$ cat src/rtl/ctr_offset_pkg.sv
package ctr_offset_pkg;
    localparam int DATA_W   = 64;
    localparam int ENC_W    = 16;
    localparam int EC_W     = 6;
    localparam int SLOT_W   = 12;
    localparam int OUT_W    = 5;

    typedef enum logic [OUT_W-1:0] {
        OUT_NONE   = 5'b00000,
        OUT_UNDEF  = 5'b00001,
        OUT_TRAP2  = 5'b00010,
        OUT_TRAP3  = 5'b00100,
        OUT_REDIR  = 5'b01000,
        OUT_ACCESS = 5'b10000
    } outcome_e;

    typedef enum logic {
        ST_IDLE = 1'b0,
        ST_RESP = 1'b1
    } state_e;

    typedef struct packed {
        logic l2_en;
        logic l3_present;
        logic l3_narrow;
        logic mon_allow;
        logic nest_en;
        logic nest_mem;
    } ctl_t;
endpackage

$ cat src/rtl/access_gate.sv
module access_gate
    import ctr_offset_pkg::*;
#(
    parameter logic [ENC_W-1:0] MATCH_ENC = 16'hE706,
    parameter logic [EC_W-1:0]  TRAP_EC   = 6'h18
) (
    input  logic [ENC_W-1:0] enc,
    input  logic [1:0]       el,
    input  ctl_t             ctl,
    output outcome_e         outcome,
    output logic [EC_W-1:0]  ec
);
    always_comb begin
        outcome = OUT_NONE;
        if (enc == MATCH_ENC) begin
            unique case (el)
                2'd0: outcome = OUT_UNDEF;
                2'd1: begin
                    if (ctl.l2_en && ctl.nest_en && ctl.nest_mem)
                        outcome = OUT_REDIR;
                    else if (ctl.l2_en && ctl.nest_en)
                        outcome = OUT_TRAP2;
                    else
                        outcome = OUT_UNDEF;
                end
                2'd2: begin
                    if (ctl.l3_present && !ctl.l3_narrow && !ctl.mon_allow)
                        outcome = OUT_TRAP3;
                    else
                        outcome = OUT_ACCESS;
                end
                default: outcome = OUT_ACCESS;
            endcase
        end
        ec = (outcome == OUT_TRAP2 || outcome == OUT_TRAP3) ? TRAP_EC : '0;
    end
endmodule

$ cat src/rtl/offset_store.sv
module offset_store
    import ctr_offset_pkg::*;
(
    input  logic              clk,
    input  logic              rst_n,
    input  logic              wr_en,
    input  logic [DATA_W-1:0] wr_data,
    input  logic [DATA_W-1:0] free_count,
    input  logic              offset_off,
    output logic [DATA_W-1:0] offset,
    output logic [DATA_W-1:0] phys_count
);
    // The offset has no defined reset value; software loads it.
    always_ff @(posedge clk) begin
        if (wr_en)
            offset <= wr_data;
    end

    always_comb begin
        phys_count = offset_off ? free_count : (free_count - offset);
    end

    assert_write_loads_R8: assert property (@(posedge clk) disable iff (!rst_n)
        wr_en |=> offset == $past(wr_data));
    assert_hold_without_write_R8: assert property (@(posedge clk) disable iff (!rst_n)
        !wr_en |=> $stable(offset));
    assert_bypass_R10: assert property (@(posedge clk) disable iff (!rst_n)
        offset_off |-> phys_count == free_count);
endmodule

$ cat src/rtl/ctr_offset_gate.sv
module ctr_offset_gate
    import ctr_offset_pkg::*;
#(
    parameter logic [SLOT_W-1:0] SLOT_ADDR = 12'h1A8
) (
    input  logic              clk,
    input  logic              rst_n,
    input  logic              req_valid,
    input  logic              req_write,
    input  logic [15:0]       req_enc,
    input  logic [1:0]        req_el,
    input  logic [63:0]       req_wdata,
    input  logic              l2_enabled,
    input  logic              l3_present,
    input  logic              l3_narrow,
    input  logic              mon_allow,
    input  logic              nest_en,
    input  logic              nest_mem,
    input  logic [63:0]       free_count,
    input  logic              offset_off,
    output logic              resp_valid,
    output logic [4:0]        resp_outcome,
    output logic [5:0]        resp_ec,
    output logic [63:0]       resp_rdata,
    output logic [11:0]       redir_slot,
    output logic              redir_we,
    output logic [63:0]       redir_wdata,
    output logic [63:0]       phys_count
);
    state_e            state, state_nx;
    logic [ENC_W-1:0]  lat_enc;
    logic [1:0]        lat_el;
    logic              lat_write;
    logic [DATA_W-1:0] lat_wdata;
    ctl_t              lat_ctl;
    outcome_e          gate_out;
    logic [EC_W-1:0]   gate_ec;
    logic [DATA_W-1:0] offset;
    logic              commit;

    // Next-state logic: IDLE_TO_RESP on a strobe, RESP_TO_IDLE always.
    always_comb begin
        state_nx = state;
        unique case (state)
            ST_IDLE: if (req_valid) state_nx = ST_RESP;
            ST_RESP: state_nx = ST_IDLE;
            default: state_nx = ST_IDLE;
        endcase
    end

    always_ff @(posedge clk or negedge rst_n) begin
        if (!rst_n) begin
            state     <= ST_IDLE;
            lat_enc   <= '0;
            lat_el    <= '0;
            lat_write <= 1'b0;
            lat_wdata <= '0;
            lat_ctl   <= '0;
        end else begin
            state <= state_nx;
            if (state == ST_IDLE && req_valid) begin
                lat_enc   <= req_enc;
                lat_el    <= req_el;
                lat_write <= req_write;
                lat_wdata <= req_wdata;
                lat_ctl   <= '{l2_en: l2_enabled, l3_present: l3_present,
                               l3_narrow: l3_narrow, mon_allow: mon_allow,
                               nest_en: nest_en, nest_mem: nest_mem};
            end
        end
    end

    access_gate u_gate (
        .enc     (lat_enc),
        .el      (lat_el),
        .ctl     (lat_ctl),
        .outcome (gate_out),
        .ec      (gate_ec)
    );

    // Output process.
    always_comb begin
        resp_valid   = 1'b0;
        resp_outcome = '0;
        resp_ec      = '0;
        resp_rdata   = '0;
        redir_slot   = '0;
        redir_we     = 1'b0;
        redir_wdata  = '0;
        commit       = 1'b0;
        unique case (state)
            ST_RESP: begin
                resp_valid   = 1'b1;
                resp_outcome = gate_out;
                resp_ec      = gate_ec;
                if (gate_out == OUT_ACCESS) begin
                    resp_rdata = offset;
                    commit     = lat_write;
                end
                if (gate_out == OUT_REDIR) begin
                    redir_slot = SLOT_ADDR;
                    redir_we   = lat_write;
                    if (lat_write) redir_wdata = lat_wdata;
                end
            end
            default: ;
        endcase
    end

    offset_store u_store (
        .clk        (clk),
        .rst_n      (rst_n),
        .wr_en      (commit),
        .wr_data    (lat_wdata),
        .free_count (free_count),
        .offset_off (offset_off),
        .offset     (offset),
        .phys_count (phys_count)
    );

    assert_outcome_onehot_R7: assert property (@(posedge clk) disable iff (!rst_n)
        $onehot0(resp_outcome));
    assert_single_resp_R7: assert property (@(posedge clk) disable iff (!rst_n)
        resp_valid |=> !resp_valid);
    assert_resp_after_strobe_R7: assert property (@(posedge clk) disable iff (!rst_n)
        (!resp_valid && req_valid) |=> resp_valid);
    assert_level0_undef_R2: assert property (@(posedge clk) disable iff (!rst_n)
        (resp_valid && lat_el == 2'd0 && resp_outcome != 5'b0) |-> resp_outcome == 5'b00001);
    assert_level3_access_R6: assert property (@(posedge clk) disable iff (!rst_n)
        (resp_valid && lat_el == 2'd3 && resp_outcome != 5'b0) |-> resp_outcome == 5'b10000);
    assert_trap_class_R4: assert property (@(posedge clk) disable iff (!rst_n)
        (resp_outcome[1] || resp_outcome[2]) |-> resp_ec == 6'h18);
    assert_ec_quiet_R9: assert property (@(posedge clk) disable iff (!rst_n)
        !(resp_outcome[1] || resp_outcome[2]) |-> resp_ec == 6'h0);
endmodule

$ cat config.mk
export PLATFORM = sky130hd
export DESIGN_NAME = ctr_offset_gate
export DESIGN_NICKNAME = d
export VERILOG_FILES = /design/src/rtl/ctr_offset_pkg.sv /design/src/rtl/access_gate.sv /design/src/rtl/offset_store.sv /design/src/rtl/ctr_offset_gate.sv
export SDC_FILE = /design/constraint.sdc
export NUM_CORES = 1
export LEC_CHECK = 0
export BUFFER_PORTS_ARGS = -buffer_cell sky130_fd_sc_hd__buf_2
export CELL_PAD_IN_SITES_DETAIL_PLACEMENT = 0
export CELL_PAD_IN_SITES_GLOBAL_PLACEMENT = 1
export CORE_ASPECT_RATIO = 1.2
export CORE_MARGIN = 4
export CORE_UTILIZATION = 41
export CTS_CLUSTER_DIAMETER = 40
export DETAILED_ROUTE_END_ITERATION = 8
export PLACE_DENSITY = 0.92
export SLEW_MARGIN = 20
export SYNTH_ARGS = -nofsm -noshare
export SYNTH_HDL_FRONTEND = slang
export SYNTH_SLANG_ARGS = --single-unit
$ cat constraint.sdc
create_clock -name clk -period 11 [get_ports clk]
set_input_delay 1.1 -clock clk [delete_from_list [all_inputs] [get_ports clk]]
set_output_delay 1.1 -clock clk [all_outputs]
set_load 0.03 [all_outputs]
# ---- Word-level counts from Yosys, hierarchy flattened
# Cells that the tools add are included.
dict set report totals {
  inputBits 157
  wordCells 53
  ff_bits 154
}
dict set report op_classes {
  muxes 23
  n_reduce_logical 9
  bitwise_logic 1
  n_addsub 1
  eq_ne 7
}
# cell count
set ops {}
lappend ops {{$mux W64} 6}
lappend ops {{$sub A64 B64 Y64} 1}
lappend ops {{$mux W5} 5}
lappend ops {{$mux W9} 2}
lappend ops {{$eq A16 B16 Y1 const B} 1}
lappend ops {{$pmux W5 S3} 1}
lappend ops {{$mux W1} 6}
lappend ops {{$mux W6} 1}
lappend ops {{$eq A5 B2 Y1 const B} 1}
lappend ops {{$eq A5 B3 Y1 const B} 1}
lappend ops {{$eq A5 B4 Y1 const B} 1}
lappend ops {{$eq A5 B5 Y1 const B} 1}
lappend ops {{$logic_and A1 B1 Y1} 5}
lappend ops {{$eq A2 B1 Y1 const B} 1}
lappend ops {{$eq A2 B2 Y1 const B} 1}
lappend ops {{$logic_not A1 Y1} 2}
lappend ops {{$logic_not A2 Y1} 1}
lappend ops {{$mux W2} 1}
lappend ops {{$pmux W1 S2} 1}
lappend ops {{$logic_or A1 B1 Y1} 1}
lappend ops {{$not A1 Y1} 1}

# ---- Depth between registers and ports, before layout
dict set report logic_depth {
  ltp_word 10
  depth_mapped 12
  mapped_depth_nobuf 12
}

# ---- Hierarchy
# From an unflattened synthesis, not the netlist that was laid out.
dict set report unflattened {
  cells_unflattened 1223
  hier_area_um2 11926.4
}
# module n_inst area_per_inst_um2 cells_per_inst
set modules_own_cells {}
lappend modules_own_cells {offset_store 1 6547.5 808}
lappend modules_own_cells {ctr_offset_gate 1 5175.0 390}
lappend modules_own_cells {access_gate 1 203.9 25}

# ---- Worst setup path before layout
# Ideal clock, no wire load.
dict set report synth_path {
  path_type {in2out}
  start {input free_count[0]}
  end {output phys_count[40]}
  stages 11
  t_required_ns 9.900
  slack_ns 5.824
  arrival_ns 4.076
  path_buffers 0
  path_cell_list {inv_1 ha_1 fa_1 nor2b_1 o2111ai_1 a21oi_1 o211ai_1 a311o_1 a21o_1 a211o_1 a311oi_1}
}
dict set report synth_via {
  elab_chain_cells 2
}
# element line
set synth_lines {}
lappend synth_lines {{from (decl)} ctr_offset_gate.sv:19} ;# input logic [63:0] free_count,
lappend synth_lines {{$sub A64 B64 Y64} offset_store.sv:20} ;# phys_count = offset_off ? free_count : (free_count - offset);
lappend synth_lines {{$mux W64} offset_store.sv:20}
lappend synth_lines {{to (decl)} ctr_offset_gate.sv:28} ;# output logic [63:0] phys_count
# No other way between the ends.

# ---- Final worst setup path
dict set report layout_path {
  start {input free_count[2]}
  end {output phys_count[57]}
}
# Same word-level chain as after synthesis.

==> impl_metrics.json <==
{
  "outcome": "finished, final reports clean",
  "chip_width_microns": 159,
  "h-tree-depth": 4,
  "crit_arrival_ns": 4.78,
  "vias": 10743,
  "share_of_layout_cells_above_drive_strength_1": 0.320,
  "fin_crit_sh": 0.535,
  "list_of_cells_traversed_by_the_critical_path": "buf_2 > ha_1 > o211ai_1 > a21oi_1 > o21ai_0 > a2111oi_0 > o41a_1 > o211ai_1 > a211oi_1 > mux2_2 > nor2_1 > buf_2",
  "clock_tree_skew_after_final_layout_ns": 0.0105,
  "initial_antenna_violation_count": 6,
  "drtPass1Iterations": 5,
  "dieHeight_microns": 190,
  "post_cts_resize_count": 0,
  "final.setup.tns_ns": 0,
  "finalHoldViolCount": 0,
  "crit_path_max_fanout": 4,
  "synth_largest_area_cell": "dfrtp_1",
  "synth_area_per_cell_sq_um": 8.98,
  "post-route-drc-count": 0,
  "clk-insertion-delay-late_ns": 0.43,
  "synthesis.area_sq_um": 11300,
  "floorplan.core_area_sq_um": 27100,
  "cts_tree": "done",
  "p_leak_nw": 6.98,
  "max_slew.worst_pin.slew_ns": 1.08,
  "cp_data_required_time_ns": 9.90,
  "first_iter_violations": 731,
  "cp.buffers_inverters": 2,
  "max_freq_ghz": 0.170,
  "port_buffers": 361,
  "first_pass_grt_wire_length_microns": 58800,
  "share_of_synthesized_area_occupied_by_flip_flops_and_latches": 0.370,
  "post-synth-top-area-fraction": 0.200,
  "numCtsBuffers": 17,
  "drtAntennaViolNets": 0,
  "post_cts_buffers": 0,
  "gr-usage-all-layers": 0.245,
  "synth-async-reset-ratio": 0.584,
  "max-slew-margin-rel": 0.280,
  "r2r_setup_slack_ns": 7.31,
  "dpl-instance-area_sq_um": 13300,
  "power_report.internal_total_mw": 1.19,
  "power.share.switching": 0.301,
  "yosys_warnings": 0,
  "layout-area-overhead-vs-synth_pct": 23.4,
  "synth_most_common_cell": "nand2_1",
  "grt_remaining_overflow": 0,
  "rsz0062_at_grt": "false",
  "grt_start_max_net_pins": 74,
  "layout.cell_area.non_filler_sq_um": 13900,
  "slowest_stage": "a2111oi_0",
  "post_drt_via_cell_ratio": 5.58,
  "power.density_nw_per_um2": 122,
  "setup.worst_path.class": "input pin to primary output",
  "floorplan.io_pins": 374,
  "vdd_ir_drop_max_mv": 0.156,
  "placementRows": 66,
  "ys_types": 70,
  "share_comb_of_total_power": 0.203,
  "dominantRegCellSynth": "dfrtp_1",
  "initial_core_util": 0.417,
  "hold_buffers": 0,
  "worst_setup_path_end_kind": "primary output",
  "timing.final.crit_period_ns": 5.88,
  "cts_root_cell": "clkbuf_16",
  "die-area_sq_um": 30200,
  "cts.clk_slew.worst_paths_ns": 0.07,
  "hpwlAfterDp_microns": 30100,
  "finalMaxSlewViolations": 0,
  "synth_seq_cells": 154,
  "p_seq_frac": 0.415,
  "startpoint_type": "input pin",
  "cts_sink_count": 154,
  "num-nets-final": 1793,
  "gp_congestion": 0.925,
  "setup_violations": 0,
  "wl_microns": 38500,
  "syn_inst": 1256,
  "clk_path_buf_depth": 2,
  "synth_area_leaders": "dfrtp_1, edfxtp_1, mux2_2, ha_1, and3_1",
  "edff_count_synth": 64,
  "vias_in_the_first_global_route": 10778,
  "post_synth_most_frequent_cells": "nand2_1, mux2_2, dfrtp_1, o21ai_0, inv_1",
  "crit_path_max_incr_delay_ns": 0.79,
  "switching_power_uw": 511,
  "tightest_hold_check_type": "flip-flop to flip-flop",
  "avgRoutedWirePerCell_microns": 20.0,
  "critical-path-top-delay-family": "compound AO/OA/AOI/OAI gates",
  "max_cap_viol_count": 0,
  "clkPwrFrac": 0.383
}
[layer usage]
layer  routed length [microns]  track usage  part of all wire
met3                      2690       0.0566             0.070
met2                     19600        0.438              0.51
met5                        41            0            0.0011
met1                     15400        0.297              0.40
met4                       757       0.0671             0.020
[cell type report]
cell class	count	area, sq um
Antenna cell	1	2.50
Clock buffer	20	479
Clock inverter	12	171
Fill cell	2571	13200
Inverter	87	327
Multi-Input combinational cell	943	6470
Sequential cell	154	4180
Tap cell	340	425
Timing Repair Buffer	369	1870
[power groups by stage]
stage	combinational [mW]	sequential [mW]	clock, mW
3_5_place_dp	0.342	0.714	0
5_1_grt	0.373	0.711	0.687
6_report	0.344	0.704	0.650
3_3_place_gp	0.336	0.710	0
2_1_floorplan	0.244	0.689	0
4_1_cts	0.344	0.703	0.663
[kinds of logic after synthesis]
| group | after synthesis | share of synthesized area |
|---|---|---|
| AND/OR/NAND/NOR | 425 | 0.199 |
| AO/OA/AOI/OAI | 300 | 0.166 |
| buffers and inverters | 170 | 0.0622 |
| flip-flops | 154 | 0.370 |
| multiplexers | 94 | 0.0936 |
| adder cells (fa/ha/maj) | 64 | 0.0716 |
| XOR/XNOR | 48 | 0.0373 |
| other | 1 | 0.000332 |
[sequential cells by signal (all words and copies together) (netlist names)]
register	flops
lat_write	1
lat_ctl	6
lat_wdata	64
u_store.offset	64
state	1
lat_el	2
lat_enc	16
[cells in the final DEF, fill, tap and decap left out, types with 10 or more instances in the layout]
cell | synthesis | final
nor2_1 | 52 | 52
o21bai_1 | 17 | 17
a21o_1 | 28 | 28
a211oi_1 | 14 | 14
mux2_2 | 92 | 92
buf_2 | 2 | 359
nand2_1 | 115 | 115
edfxtp_1 | 64 | 64
nand3_1 | 11 | 11
inv_1 | 87 | 87
buf_4 | 16 | 10
conb_1 | 1 | 12
nand4_1 | 21 | 21
and3_1 | 80 | 80
xor2_1 | 18 | 18
o21ai_0 | 88 | 88
dfrtp_1 | 90 | 89
ha_1 | 63 | 63
xnor2_1 | 30 | 30
a21oi_1 | 80 | 80
nor3_1 | 23 | 23
o31ai_1 | 10 | 10
and2_1 | 70 | 69
clkbuf_16 | 0 | 19
[metrics by stage]
step	setup slack [ns]	power, mW	utilization	hold WS [ns]	std cells
4_1_cts	5.18	1.71	0.514	0.463	1925
3_3_place_gp	5.29	1.05	0.490	0.443	1893
3_5_place_dp	5.22	1.06	0.490	0.446	1893
6_report	5.12	1.70	0.514	0.462	1926
5_1_grt	4.97	1.77	0.514	0.471	1926
2_1_floorplan	5.82	0.932	-	0.435	1267
[final timing paths]
kind                       depth (start not counted)     startpoint            endpoint
max                                               12  free_count[2]      phys_count[57]
min                                                0  lat_wdata[39]  u_store.offset[39]
max reg2reg                                        7    lat_enc[12]  u_store.offset[23]
min reg2reg                                        0  lat_wdata[39]  u_store.offset[39]
max in group asynchronous                          2          rst_n           lat_write
min in group asynchronous                          1          rst_n       lat_wdata[26]
(Power assumes the default switching activity.)
